==> src/rtl/trig_pkg.sv <==
package trig_pkg;
  localparam logic [1:0] ADDR_CTRL = 2'd0;
  localparam logic [1:0] ADDR_TRIG = 2'd1;
  localparam logic [1:0] ADDR_LVL  = 2'd2;

  typedef enum logic [1:0] {
    TBL_A = 2'd0,
    TBL_B = 2'd1,
    TBL_C = 2'd2,
    TBL_D = 2'd3
  } tbl_e;

  typedef struct packed {
    logic [1:0] hyst;
    logic       dir;
    tbl_e       tbl;
  } ctrl_t;
endpackage

==> src/rtl/occ_counter.sv <==
module occ_counter #(
  parameter int DEPTH = 64,
  parameter int CW    = 7
) (
  input  logic          clk_i,
  input  logic          rst_ni,
  input  logic          push_i,
  input  logic          pop_i,
  output logic [CW-1:0] cnt_o
);
  localparam logic [CW-1:0] FULL = CW'(DEPTH);

  logic do_push, do_pop;
  assign do_push = push_i && (cnt_o != FULL);
  assign do_pop  = pop_i && (cnt_o != '0);

  always_ff @(posedge clk_i or negedge rst_ni) begin
    if (!rst_ni) cnt_o <= '0;
    else if (do_push && !do_pop) cnt_o <= cnt_o + 1'b1;
    else if (do_pop && !do_push) cnt_o <= cnt_o - 1'b1;
  end
endmodule

==> src/rtl/trig_cfg.sv <==
module trig_cfg
  import trig_pkg::*;
#(
  parameter int DEPTH = 64,
  parameter int CW    = 7,
  parameter int RX_A  = 8,
  parameter int RX_B  = 16,
  parameter int RX_C  = 56,
  parameter int TX_A  = 8,
  parameter int TX_B  = 16,
  parameter int TX_C  = 32
) (
  input  logic          clk_i,
  input  logic          rst_ni,
  input  logic          we_i,
  input  logic [1:0]    addr_i,
  input  logic [7:0]    wdata_i,
  output ctrl_t         ctrl_o,
  output logic [CW-1:0] rx_level_o,
  output logic [CW-1:0] tx_level_o
);
  logic [CW-1:0] prog_q [2];
  logic [CW-1:0] wr_lvl;

  // clamp the written level into 1..DEPTH
  always_comb begin
    if (wdata_i == 8'd0)                  wr_lvl = CW'(1);
    else if (int'(wdata_i) > DEPTH)       wr_lvl = CW'(DEPTH);
    else                                  wr_lvl = CW'(wdata_i);
  end

  always_ff @(posedge clk_i or negedge rst_ni) begin
    if (!rst_ni) begin
      ctrl_o    <= '{hyst: 2'd0, dir: 1'b0, tbl: TBL_A};
      prog_q[0] <= CW'(1);
      prog_q[1] <= CW'(1);
    end else if (we_i) begin
      if (addr_i == ADDR_CTRL) begin
        ctrl_o <= '{hyst: wdata_i[4:3], dir: wdata_i[2], tbl: tbl_e'(wdata_i[1:0])};
      end else if (addr_i == ADDR_TRIG && ctrl_o.tbl == TBL_D) begin
        prog_q[ctrl_o.dir] <= wr_lvl;
      end
    end
  end

  for (genvar d = 0; d < 2; d++) begin : g_lvl
    localparam int LA = (d == 0) ? RX_A : TX_A;
    localparam int LB = (d == 0) ? RX_B : TX_B;
    localparam int LC = (d == 0) ? RX_C : TX_C;
    logic [CW-1:0] lvl;
    always_comb begin
      unique case (ctrl_o.tbl)
        TBL_A:   lvl = CW'(LA);
        TBL_B:   lvl = CW'(LB);
        TBL_C:   lvl = CW'(LC);
        default: lvl = prog_q[d];
      endcase
    end
  end

  assign rx_level_o = g_lvl[0].lvl;
  assign tx_level_o = g_lvl[1].lvl;
endmodule

==> src/rtl/rts_hyst.sv <==
module rts_hyst #(
  parameter int DEPTH = 64,
  parameter int CW    = 7,
  parameter int HSTEP = 4
) (
  input  logic          clk_i,
  input  logic          rst_ni,
  input  logic [CW-1:0] cnt_i,
  input  logic [CW-1:0] level_i,
  input  logic [1:0]    hyst_i,
  output logic          rts_o
);
  localparam int SW = CW + 2;

  logic [SW-1:0] off, hi_raw, hi, lo;

  always_comb begin
    off    = SW'(hyst_i) * SW'(HSTEP);
    hi_raw = SW'(level_i) + off;
    hi     = (hi_raw > SW'(DEPTH)) ? SW'(DEPTH) : hi_raw;
    lo     = (SW'(level_i) > off + SW'(1)) ? SW'(level_i) - off : SW'(1);
  end

  always_ff @(posedge clk_i or negedge rst_ni) begin
    if (!rst_ni) rts_o <= 1'b1;
    else if (rts_o && SW'(cnt_i) >= hi) rts_o <= 1'b0;
    else if (!rts_o && SW'(cnt_i) < lo) rts_o <= 1'b1;
  end
endmodule

==> src/rtl/fifo_trig_unit.sv <==
module fifo_trig_unit
  import trig_pkg::*;
#(
  parameter int DEPTH = 64,
  parameter int HSTEP = 4
) (
  input  logic       clk_i,
  input  logic       rst_ni,
  input  logic       rx_push_i,
  input  logic       rx_pop_i,
  input  logic       tx_push_i,
  input  logic       tx_pop_i,
  input  logic       reg_we_i,
  input  logic [1:0] reg_addr_i,
  input  logic [7:0] reg_wdata_i,
  output logic [7:0] reg_rdata_o,
  output logic       rx_trig_o,
  output logic       tx_trig_o,
  output logic       rts_o
);
  localparam int CW = $clog2(DEPTH + 1);

  logic [CW-1:0] rx_cnt, tx_cnt, rx_level, tx_level;
  ctrl_t ctrl;

  occ_counter #(.DEPTH(DEPTH), .CW(CW)) u_rx_cnt (
    .clk_i, .rst_ni, .push_i(rx_push_i), .pop_i(rx_pop_i), .cnt_o(rx_cnt)
  );

  occ_counter #(.DEPTH(DEPTH), .CW(CW)) u_tx_cnt (
    .clk_i, .rst_ni, .push_i(tx_push_i), .pop_i(tx_pop_i), .cnt_o(tx_cnt)
  );

  trig_cfg #(.DEPTH(DEPTH), .CW(CW)) u_cfg (
    .clk_i, .rst_ni, .we_i(reg_we_i), .addr_i(reg_addr_i), .wdata_i(reg_wdata_i),
    .ctrl_o(ctrl), .rx_level_o(rx_level), .tx_level_o(tx_level)
  );

  rts_hyst #(.DEPTH(DEPTH), .CW(CW), .HSTEP(HSTEP)) u_rts (
    .clk_i, .rst_ni, .cnt_i(rx_cnt), .level_i(rx_level), .hyst_i(ctrl.hyst), .rts_o(rts_o)
  );

  assign rx_trig_o = (rx_cnt >= rx_level);
  assign tx_trig_o = (tx_cnt <= tx_level);

  always_comb begin
    unique case (reg_addr_i)
      ADDR_CTRL: reg_rdata_o = {3'b000, ctrl};
      ADDR_LVL:  reg_rdata_o = 8'(ctrl.dir ? tx_cnt : rx_cnt);
      default:   reg_rdata_o = 8'd0;
    endcase
  end
endmodule

==> config.mk <==
export PLATFORM = sky130hd
export DESIGN_NAME = fifo_trig_unit
export DESIGN_NICKNAME = d
export VERILOG_FILES = /design/src/rtl/trig_pkg.sv /design/src/rtl/occ_counter.sv /design/src/rtl/trig_cfg.sv /design/src/rtl/rts_hyst.sv /design/src/rtl/fifo_trig_unit.sv
export SDC_FILE = /design/constraint.sdc
export NUM_CORES = 1
export LEC_CHECK = 0
export BUFFER_PORTS_ARGS = -buffer_cell sky130_fd_sc_hd__buf_4
export CAP_MARGIN = 20
export CORE_ASPECT_RATIO = 0.75
export CORE_UTILIZATION = 40
export CTS_CLUSTER_SIZE = 8
export DETAILED_ROUTE_END_ITERATION = 12
export GPL_TIMING_DRIVEN = 0
export HOLD_SLACK_MARGIN = 0.1
export PLACE_DENSITY = 0.65
export SLEW_MARGIN = 10
export SYNTH_ARGS = -nofsm -noshare
export SYNTH_HDL_FRONTEND = slang
export SYNTH_SLANG_ARGS = --single-unit
export TNS_END_PERCENT = 10
==> constraint.sdc <==
create_clock -name clk_i -period 4.3 [get_ports clk_i]
set_input_delay 0.86 -clock clk_i [delete_from_list [all_inputs] [get_ports clk_i]]
set_output_delay 0.86 -clock clk_i [all_outputs]
set_load 0.02 [all_outputs]
# Yosys cells after proc, flatten, opt, wreduce, memory -nomap -nowiden
# Index checks and enable logic that the tools add are counted.
# classes
n_eq_ne	7
order_cmp	9
n_mul	0
n_shift	0
n_div	0
n_bitwise	2
reduce_logical	27
n_addsub	7
muxes	17
# op_table
operator	n
7-bit two-way mux	8
7-bit case mux with 3 select lines	2
9-bit two-way mux	2
7-bit by 1-bit adder with 7-bit output, second input constant	2
14-bit bitwise mux	1
7-bit != test, second input constant	2
7-bit case mux with 2 select lines	1
7-bit nonzero test	2
7-bit by 1-bit subtractor with 7-bit output, second input constant	2
1-bit logical AND	12
7-bit by 9-bit greater-or-equal comparator with 1-bit output	1
7-bit by 9-bit greater-than comparator with 1-bit output	1
9-bit by 7-bit greater-than comparator with 1-bit output, second input constant	1
7-bit by 9-bit less-than comparator with 1-bit output	1
7-bit by 4-bit adder with 8-bit output	1
8-bit by 7-bit greater-than comparator with 1-bit output, second input constant	1
8-bit logical NOT	1
7-bit by 4-bit subtractor with 8-bit output	1
7-bit demux with 1-bit select	1
7-bit greater-or-equal comparator	1
7-bit <= comparator	1
2-bit equality test, second input constant	3
2-bit nonzero test	3
4-bit by 1-bit adder with 5-bit output, second input constant	1
other kinds (10)	17
# totals
regBits	34
rom_bits	0
input_bits	17
n_memories	0
out_inout_bits	11
latch_bits	0
ramBits	0

# Logic depth before layout (Yosys ltp)
# Gate-level depths: netlist of the first run.
# logic_depth
ltp_word	8
mapped_depth	16

# Hierarchy
# Synthesis of the first run repeated with hierarchy kept, for this count alone.
# hier_totals
cells_unflattened	364
area_unflattened_um2	3350.7
# by_module_without_submodules
mod	area_per_inst_um2	seq_area_each_um2	n_inst	cells_each
trig_cfg	1021.0	478.0	1	82
rts_hyst	748.2	26.3	1	96
occ_counter at u_tx_cnt	548.0	175.2	1	58
occ_counter at u_rx_cnt	541.8	175.2	1	57
fifo_trig_unit	491.7	0.0	1	71

# Least setup slack after synthesis of the first run
# OpenSTA, ideal clock, no wires.
# synth_path
path_type	register -> register
startpoint	register u_cfg.ctrl_o[0] (netlist bit)
endpoint	register u_rts.rts_o
required_time_ns	4.216
setup_slack_ns	0.784
period_less_slack_ns	3.516
setup_ns	0.084
t_arrival_ns	3.432
path_stages_with_launch	16
path_cell_list	dfrtp_1 > ha_1 > buf_4 > o21ai_0 > inv_1 > fa_1 > nand3_1 > o21ai_0 > a221o_1 > and2_1 > ha_1 > nand2b_1 > nand3_1 > a21oi_1 > o31ai_1 > a311o_1
# synth_via
elab_chain_cells	8
# synth_lines
item	line_no	text
start, declared	trig_cfg.sv:18	output ctrl_t ctrl_o,
start signal, assigned	trig_cfg.sv:34	ctrl_o <= '{hyst: 2'd0, dir: 1'b0, tbl: TBL_A};
start signal, assigned	trig_cfg.sv:39	ctrl_o <= '{hyst: wdata_i[4:3], dir: wdata_i[2], tbl: tbl_e'(wdata_i[1:0])};
2-bit equality test, or another cell as far along	trig_cfg.sv:52	unique case (ctrl_o.tbl)
7-bit case mux with 3 select lines (*)	trig_cfg.sv:52	
7-bit by 4-bit adder with 8-bit output	rts_hyst.sv:19	hi_raw = SW'(level_i) + off;
9-bit by 7-bit greater-than comparator with 1-bit output	rts_hyst.sv:20	hi = (hi_raw > SW'(DEPTH)) ? SW'(DEPTH) : hi_raw;
9-bit two-way mux	rts_hyst.sv:20	
7-bit by 9-bit greater-or-equal comparator with 1-bit output	rts_hyst.sv:26	else if (rts_o && SW'(cnt_i) >= hi) rts_o <= 1'b0;
1-bit logical AND	rts_hyst.sv:26	
1-bit two-way mux / 2-bit nonzero test (equally long branches)	n/a	
end signal, assigned	rts_hyst.sv:25	if (!rst_ni) rts_o <= 1'b1;
end signal, assigned	rts_hyst.sv:26	
end signal, assigned	rts_hyst.sv:27	else if (!rts_o && SW'(cnt_i) < lo) rts_o <= 1'b1;
end, declared	rts_hyst.sv:11	output logic rts_o
# Mark *: on every way between the ends. The rest lies on a longest branch, timed or not.
# A chain may end at the register's enable or synchronous reset.

# Worst setup path after layout of the first run
# layout_path
startpoint	register u_cfg.ctrl_o[1] (netlist bit)
endpoint	register u_rts.rts_o
# Same word-level chain as after synthesis.

==> results.json, run 1 <==
{
  "status": "finished, final reports clean",
  "crit_slowest_cell": "fa_1",
  "die_area_um2": 8399,
  "hpwl_mm": 6.284,
  "h-tree-depth": 2,
  "grt.overflow.total": 0,
  "synth_cell_types": 52,
  "drtPass1Iterations": 4,
  "regToRegSetupSlack_ns": 0.32,
  "grt_setup_unrepaired": "false",
  "cts_hold_buf": 0,
  "ys_warn_count": 0,
  "synth.yosys.seq_area_share_pct": 26.60,
  "finalCritPeriodShare_pct": 92.49,
  "core_um2": 7567,
  "critPathLaunch": "u_cfg.ctrl_o[1]",
  "crit_arrival_ns": 4.20,
  "dpl_worst_slack_ns": 0.3401,
  "cts_max_path_buffers": 2,
  "setup_viol": 0,
  "crit_required_ns": 4.52,
  "synth_flop_cell": "dfrtp_1",
  "power_density_nw_per_um2": 626.1,
  "path_buf_inv": 2,
  "die_h_um": 79.62,
  "cts_resized": 0,
  "clk_latency_ns": 0.29,
  "max_freq_ghz": 0.2515,
  "fin_util_pct": 48.50,
  "cts_made_buffers": 5,
  "tns_ns": 0,
  "synth_edf_count": 0,
  "async_flop_share_pct": 100.0,
  "io_buffers": 25,
  "setup_ws_ns": 0.3231,
  "routabilityCongestion": 0.9117,
  "clkTransAtPathRegs_ns": 0.08,
  "start_util_pct": 42.46,
  "syn_to_final_growth_pct": 14.21,
  "fin_crit_ns": 3.977,
  "cts_tree": "done",
  "drt_iter0_drc": 167,
  "final_layout_size_suffix_gt1_share_pct": 14.11,
  "p_leak_uw": 0.001619,
  "nets": 467,
  "worstSetupStartpointType": "register",
  "critPathKind": "register to register",
  "syn_area_um2": 3213,
  "hold_viol_final": 0,
  "path_max_fanout": 10,
  "yosys_register_bits": 34,
  "tightest_slew_ns": 0.6560,
  "chipWidth_um": 105.5,
  "grt_pass1_vias": 2667,
  "grt_max_degree": 35,
  "endpoint_kind": "register",
  "grt_pass1_wl_mm": 13.37,
  "antennaDiodeCount": 0,
  "rr_startpoint": "u_cfg.ctrl_o[1]",
  "cp_cell_sequence": "ha_1, buf_4, o21ai_0, inv_1, fa_1, nand3_1, o21ai_0, a221o_1, and2_1, ha_1, nand2b_1, nand3_1, a21oi_1, o31ai_1, a311o_1",
  "drv_slew": 0,
  "slowest_delay_ns": 0.56,
  "syn_nets": 435,
  "post_cts_buffers": 0,
  "final_antenna_net_count": 0,
  "cts_sinks": 34,
  "routed_via_density": 5.536,
  "hp-start": "u_cfg.prog_q[0]",
  "maxSlewHeadroom_pct": 56.27,
  "antenna_found_initial": 0,
  "wirelength_mm": 7.911,
  "hold_path.class": "register to register",
  "grt_usage_pct": 20.40,
  "vias": 2757,
  "cts_root_buf": "clkbuf_8",
  "rows": 27,
  "syn_avg_cell_area_um2": 8.827,
  "maxCapViolations": 0,
  "avgRoutedWirePerCell_um": 15.89,
  "postSynthCellCount": 364,
  "crit_family": "compound AO/OA/AOI/OAI gates",
  "ir_drop_uv": 214.0,
  "io_pins": 28,
  "skew_ns": 0.007587,
  "drc": 0
}
[worst reg2reg max path, cell delays in order, from the launching register on]
cell and delay, ns:
dfrtp_1 0.46, ha_1 0.31, buf_4 0.20, o21ai_0 0.33, inv_1 0.18, fa_1 0.56
nand3_1 0.12, o21ai_0 0.10, a221o_1 0.46, and2_1 0.20, ha_1 0.26, nand2b_1 0.09
nand3_1 0.07, a21oi_1 0.13, o31ai_1 0.08, a311o_1 0.35
[final timing paths]
| path | to | cells past startpoint |
|---|---|---|
| worst max-delay path | u_rts.rts_o | 15 |
| worst min-delay path | u_cfg.prog_q[0] | 2 |
| worst max register to register | u_rts.rts_o | 15 |
| worst min register to register | u_cfg.prog_q[0] | 2 |
| max in group asynchronous | u_cfg.prog_q[7] | 1 |
| min in group asynchronous | u_rx_cnt.cnt_o[5] | 1 |
[synthesized netlist by cell type (5+ instances only)]
cell type | instances | area, µm²
dfrtp_1 | 31 | 775.7
a31oi_1 | 5 | 31.28
a211oi_1 | 6 | 45.04
nor3_1 | 5 | 25.02
clkbuf_1 | 9 | 33.78
nand2_1 | 45 | 168.9
nand3_1 | 10 | 50.05
nor2_1 | 16 | 60.06
mux2i_1 | 10 | 100.1
nor4_1 | 8 | 50.05
mux2_2 | 9 | 101.4
xnor2_1 | 9 | 78.83
nor2b_1 | 7 | 43.79
ha_1 | 50 | 625.6
a21o_1 | 9 | 67.56
and2_1 | 8 | 50.05
nand2b_1 | 8 | 50.05
o21ai_0 | 32 | 160.2
a21oi_1 | 13 | 65.06
inv_1 | 19 | 71.32
[metrics by stage]
stage          std cells  hold slack (ns)  total power (µW)  area [µm²]
2_1_floorplan        364           0.4424              1544        3213
3_3_place_gp         490           0.4723              1850        3527
3_5_place_dp         490           0.4764              1913        3527
4_1_cts              498           0.4866              2295        3670
5_1_grt              498           0.5182              2525        3670
6_report             498           0.4844              2298        3670
[placed cells by master, fill, tap and decap left out, types with 5 or more instances in the layout]
cell type and count:
clkbuf_8 6, a211oi_1 6, nand3_1 10, nor2b_1 7, ha_1 50, mux2_2 9, buf_4 27, nor3_1 5
nand2b_1 8, a31oi_1 5, clkbuf_1 9, a21oi_1 13, xnor2_1 9, and2_1 8, nor4_1 8, nand2_1 45
inv_1 19, o21ai_0 32, nor2_1 16, a21o_1 9, dfrtp_1 31, mux2i_1 10
[cell type report]
| type | instances | area (µm²) |
|---|---|---|
| fill | 738 | 3897 |
| multi-input combinational | 300 | 2238 |
| sequential | 34 | 854.6 |
| timing repair buffer | 25 | 187.7 |
| tap | 101 | 126.4 |
| clock buffer | 6 | 82.58 |
| inverter | 19 | 71.32 |
| clock inverter | 2 | 60.06 |
| buffer | 11 | 48.80 |
[where the power goes]
group / switching [µW] / total [µW] / internal (µW)
clock network: 125 / 372 / 247
logic: 691 / 1290 / 604
registers: 201 / 631 / 429
total: 1020 / 2300 / 1280
[registers in the layout, indices dropped and copies added (netlist names)]
signal          count
u_cfg.prog_q       14
u_rx_cnt.cnt_o      7
u_cfg.ctrl_o        5
u_tx_cnt.cnt_o      7
u_rts.rts_o         1
[routing by layer]
metal / vias up / wire length, µm / global-route usage [%]
li1: 1383 / - / -
met1: 1316 / 4215 / 30.91
met2: 58 / 3366 / 30.66
met3: 0 / 330 / 3.265
met4: 0 / 0 / 3.333
met5: - / 0 / 0
[logic make-up (layout without fill, tap and decap cells)]
| group | after synthesis | count (layout) | share of synthesized area [%] |
|---|---|---|---|
| simple gates | 124 | 124 | 19.39 |
| mux | 21 | 21 | 7.399 |
| other cells | 1 | 1 | 0.1167 |
| fa+ha+maj | 54 | 54 | 21.96 |
| xor+xnor | 13 | 13 | 3.544 |
| compound gates | 87 | 87 | 17.25 |
| flops | 34 | 34 | 26.60 |
| buf+inv | 30 | 63 | 3.738 |
(Power assumes the default switching activity.)
==> run 2: changes to the inputs <==
Settings changed: PLACE_DENSITY 0.65 to unset.
==> results.json, run 2 (synthesized netlist as in run 1, its figures left out) <==
{
  "final_layout_size_suffix_gt1_share_pct": 13.60,
  "layout_common_cells": "ha_1 (50), nand2_1 (45), o21ai_0 (32)",
  "min_to": "u_cfg.prog_q[9]",
  "regToRegSetupSlack_ns": 0.35,
  "avgRoutedWirePerCell_um": 15.76,
  "clkTransAtPathRegs_ns": 0.07,
  "grt_pass1_wl_mm": 12.96,
  "drt_iter0_drc": 132,
  "status": "finished, final reports clean",
  "post_cts_buffers": 0,
  "nets": 467,
  "grt_setup_unrepaired": "false",
  "vias": 2747,
  "drv_slew": 0,
  "cts_max_path_buffers": 2,
  "grt.overflow.total": 0,
  "worstSetupStartpointType": "register",
  "ir_drop_uv": 239.7,
  "core_um2": 7567,
  "rr_worst_depth": 15,
  "fin_util_pct": 47.72,
  "hp-start": "u_cfg.prog_q[9]",
  "max_freq_ghz": 0.2530,
  "largest_reg_flops": 14,
  "finalCritPeriodShare_pct": 91.94,
  "routabilityCongestion": 0.8602,
  "hpwl_mm": 6.230,
  "crit_slowest_cell": "fa_1",
  "maxCapViolations": 0,
  "rows": 27,
  "reg_top3": "u_cfg.prog_q: 14 flops, u_rx_cnt.cnt_o: 7 flops, u_tx_cnt.cnt_o: 7 flops",
  "endpoint_kind": "register",
  "antenna_found_initial": 0,
  "chipWidth_um": 105.5,
  "drc": 0,
  "start_util_pct": 42.46,
  "maxSlewHeadroom_pct": 60.49,
  "tns_ns": 0,
  "drtPass1Iterations": 4,
  "grt_pass1_vias": 2636,
  "cts_resized": 0,
  "final_antenna_net_count": 0,
  "r2r-end": "u_rts.rts_o",
  "tightest_slew_ns": 0.5926,
  "rr_startpoint": "u_cfg.ctrl_o[1]",
  "wirelength_mm": 7.849,
  "holdPathStages": 2,
  "routed_via_density": 5.516,
  "io_buffers": 25,
  "cts_tree": "done",
  "grt_usage_pct": 19.76,
  "cts_sinks": 34,
  "crit_arrival_ns": 4.16,
  "antennaDiodeCount": 0,
  "path_max_fanout": 10,
  "cp_cell_sequence": "ha_1, buf_4, o21ai_0, inv_1, fa_1, nand3_1, o21ai_0, a221o_1, and2_1, ha_1, nand2b_1, nand3_1, a21oi_1, o31ai_1, a311o_1",
  "io_pins": 28,
  "cts_root_buf": "clkbuf_8",
  "final_common_cell": "ha_1",
  "top_register": "u_cfg.prog_q",
  "critPathKind": "register to register",
  "fill_cells": 766,
  "path_buf_inv": 2,
  "cts_made_buffers": 5,
  "skew_ns": 0.01104,
  "power_density_nw_per_um2": 596.8,
  "hold_path.class": "register to register",
  "syn_to_final_growth_pct": 12.38,
  "setup_viol": 0,
  "die_h_um": 79.62,
  "crit_family": "compound AO/OA/AOI/OAI gates",
  "fin_crit_ns": 3.953,
  "h-tree-depth": 2,
  "slowest_delay_ns": 0.52,
  "hold_viol_final": 0,
  "die_area_um2": 8399,
  "grt_max_degree": 35,
  "cts_hold_buf": 0,
  "crit_required_ns": 4.51,
  "clk_latency_ns": 0.29,
  "p_leak_uw": 0.001586
}
-- run 2: cell types whose count changed in the layout (fill, tap and decap cells not counted), sizes merged --
cell	previous run	this run
bufinv	2	0
clkbuf	15	16
clkinvlp	0	1
-- run 2: tightest hold or removal path, cell delays in order, from the launching register on --
cell	delay, ns
dfrtp_1	0.34
nand2_1	0.04
o21ai_0	0.06
-- run 2: where the power goes --
part           internal [µW]  switching (µW)  leakage [µW]  total (µW)
logic                    602             683       0.00113        1280
registers                429             208      0.000422         637
clock network            115             118     0.0000385         233
-- run 2: routing by layer --
| metal | vias up | GRT usage (%) | routed length (µm) |
|---|---|---|---|
| met4 | 0 | 3.056 | 51 |
| met3 | 9 | 3.755 | 342 |
| met2 | 49 | 31.97 | 3453 |
| met5 | - | 0 | 0 |
| met1 | 1306 | 27.85 | 4002 |
| li1 | 1383 | - | - |
-- run 2: how the worst max path moves through the flow --
stage | start | endpoint | slack, ns | depth (start not counted)
6_report | u_cfg.ctrl_o[1] | u_rts.rts_o | 0.35 | 15
5_1_grt | u_cfg.ctrl_o[1] | u_rts.rts_o | 0.08 | 15
4_1_cts | u_cfg.ctrl_o[1] | u_rts.rts_o | 0.33 | 15
3_5_place_dp | u_cfg.ctrl_o[1] | u_rts.rts_o | 0.35 | 15
3_3_place_gp | u_cfg.ctrl_o[1] | u_rts.rts_o | 0.39 | 15
2_1_floorplan | u_cfg.ctrl_o[0] | u_rts.rts_o | 0.78 | 15
-- run 2: final cells by class --
class | instances | area (µm²) | share of cell area, %
multi-input combinational | 300 | 2238 | 61.99
sequential | 34 | 854.6 | 23.67
timing repair buffer | 25 | 187.7 | 5.198
tap | 101 | 126.4 | 3.500
clock buffer | 7 | 76.32 | 2.114
inverter | 19 | 71.32 | 1.975
buffer | 11 | 48.80 | 1.351
clock inverter | 1 | 7.507 | 0.2079
-- run 2: stage by stage --
stage	cell area, µm²	setup WS, ns	hold slack (ns)	total power [µW]	cells
CTS	3611	0.3306	0.4858	2161	498
detailed placement	3527	0.3498	0.4699	1914	490
floorplan	3213	0.7839	0.4424	1544	364
global route	3611	0.08320	0.5271	2377	498
finish	3611	0.3466	0.4838	2155	498
global placement	3527	0.3859	0.4625	1851	490
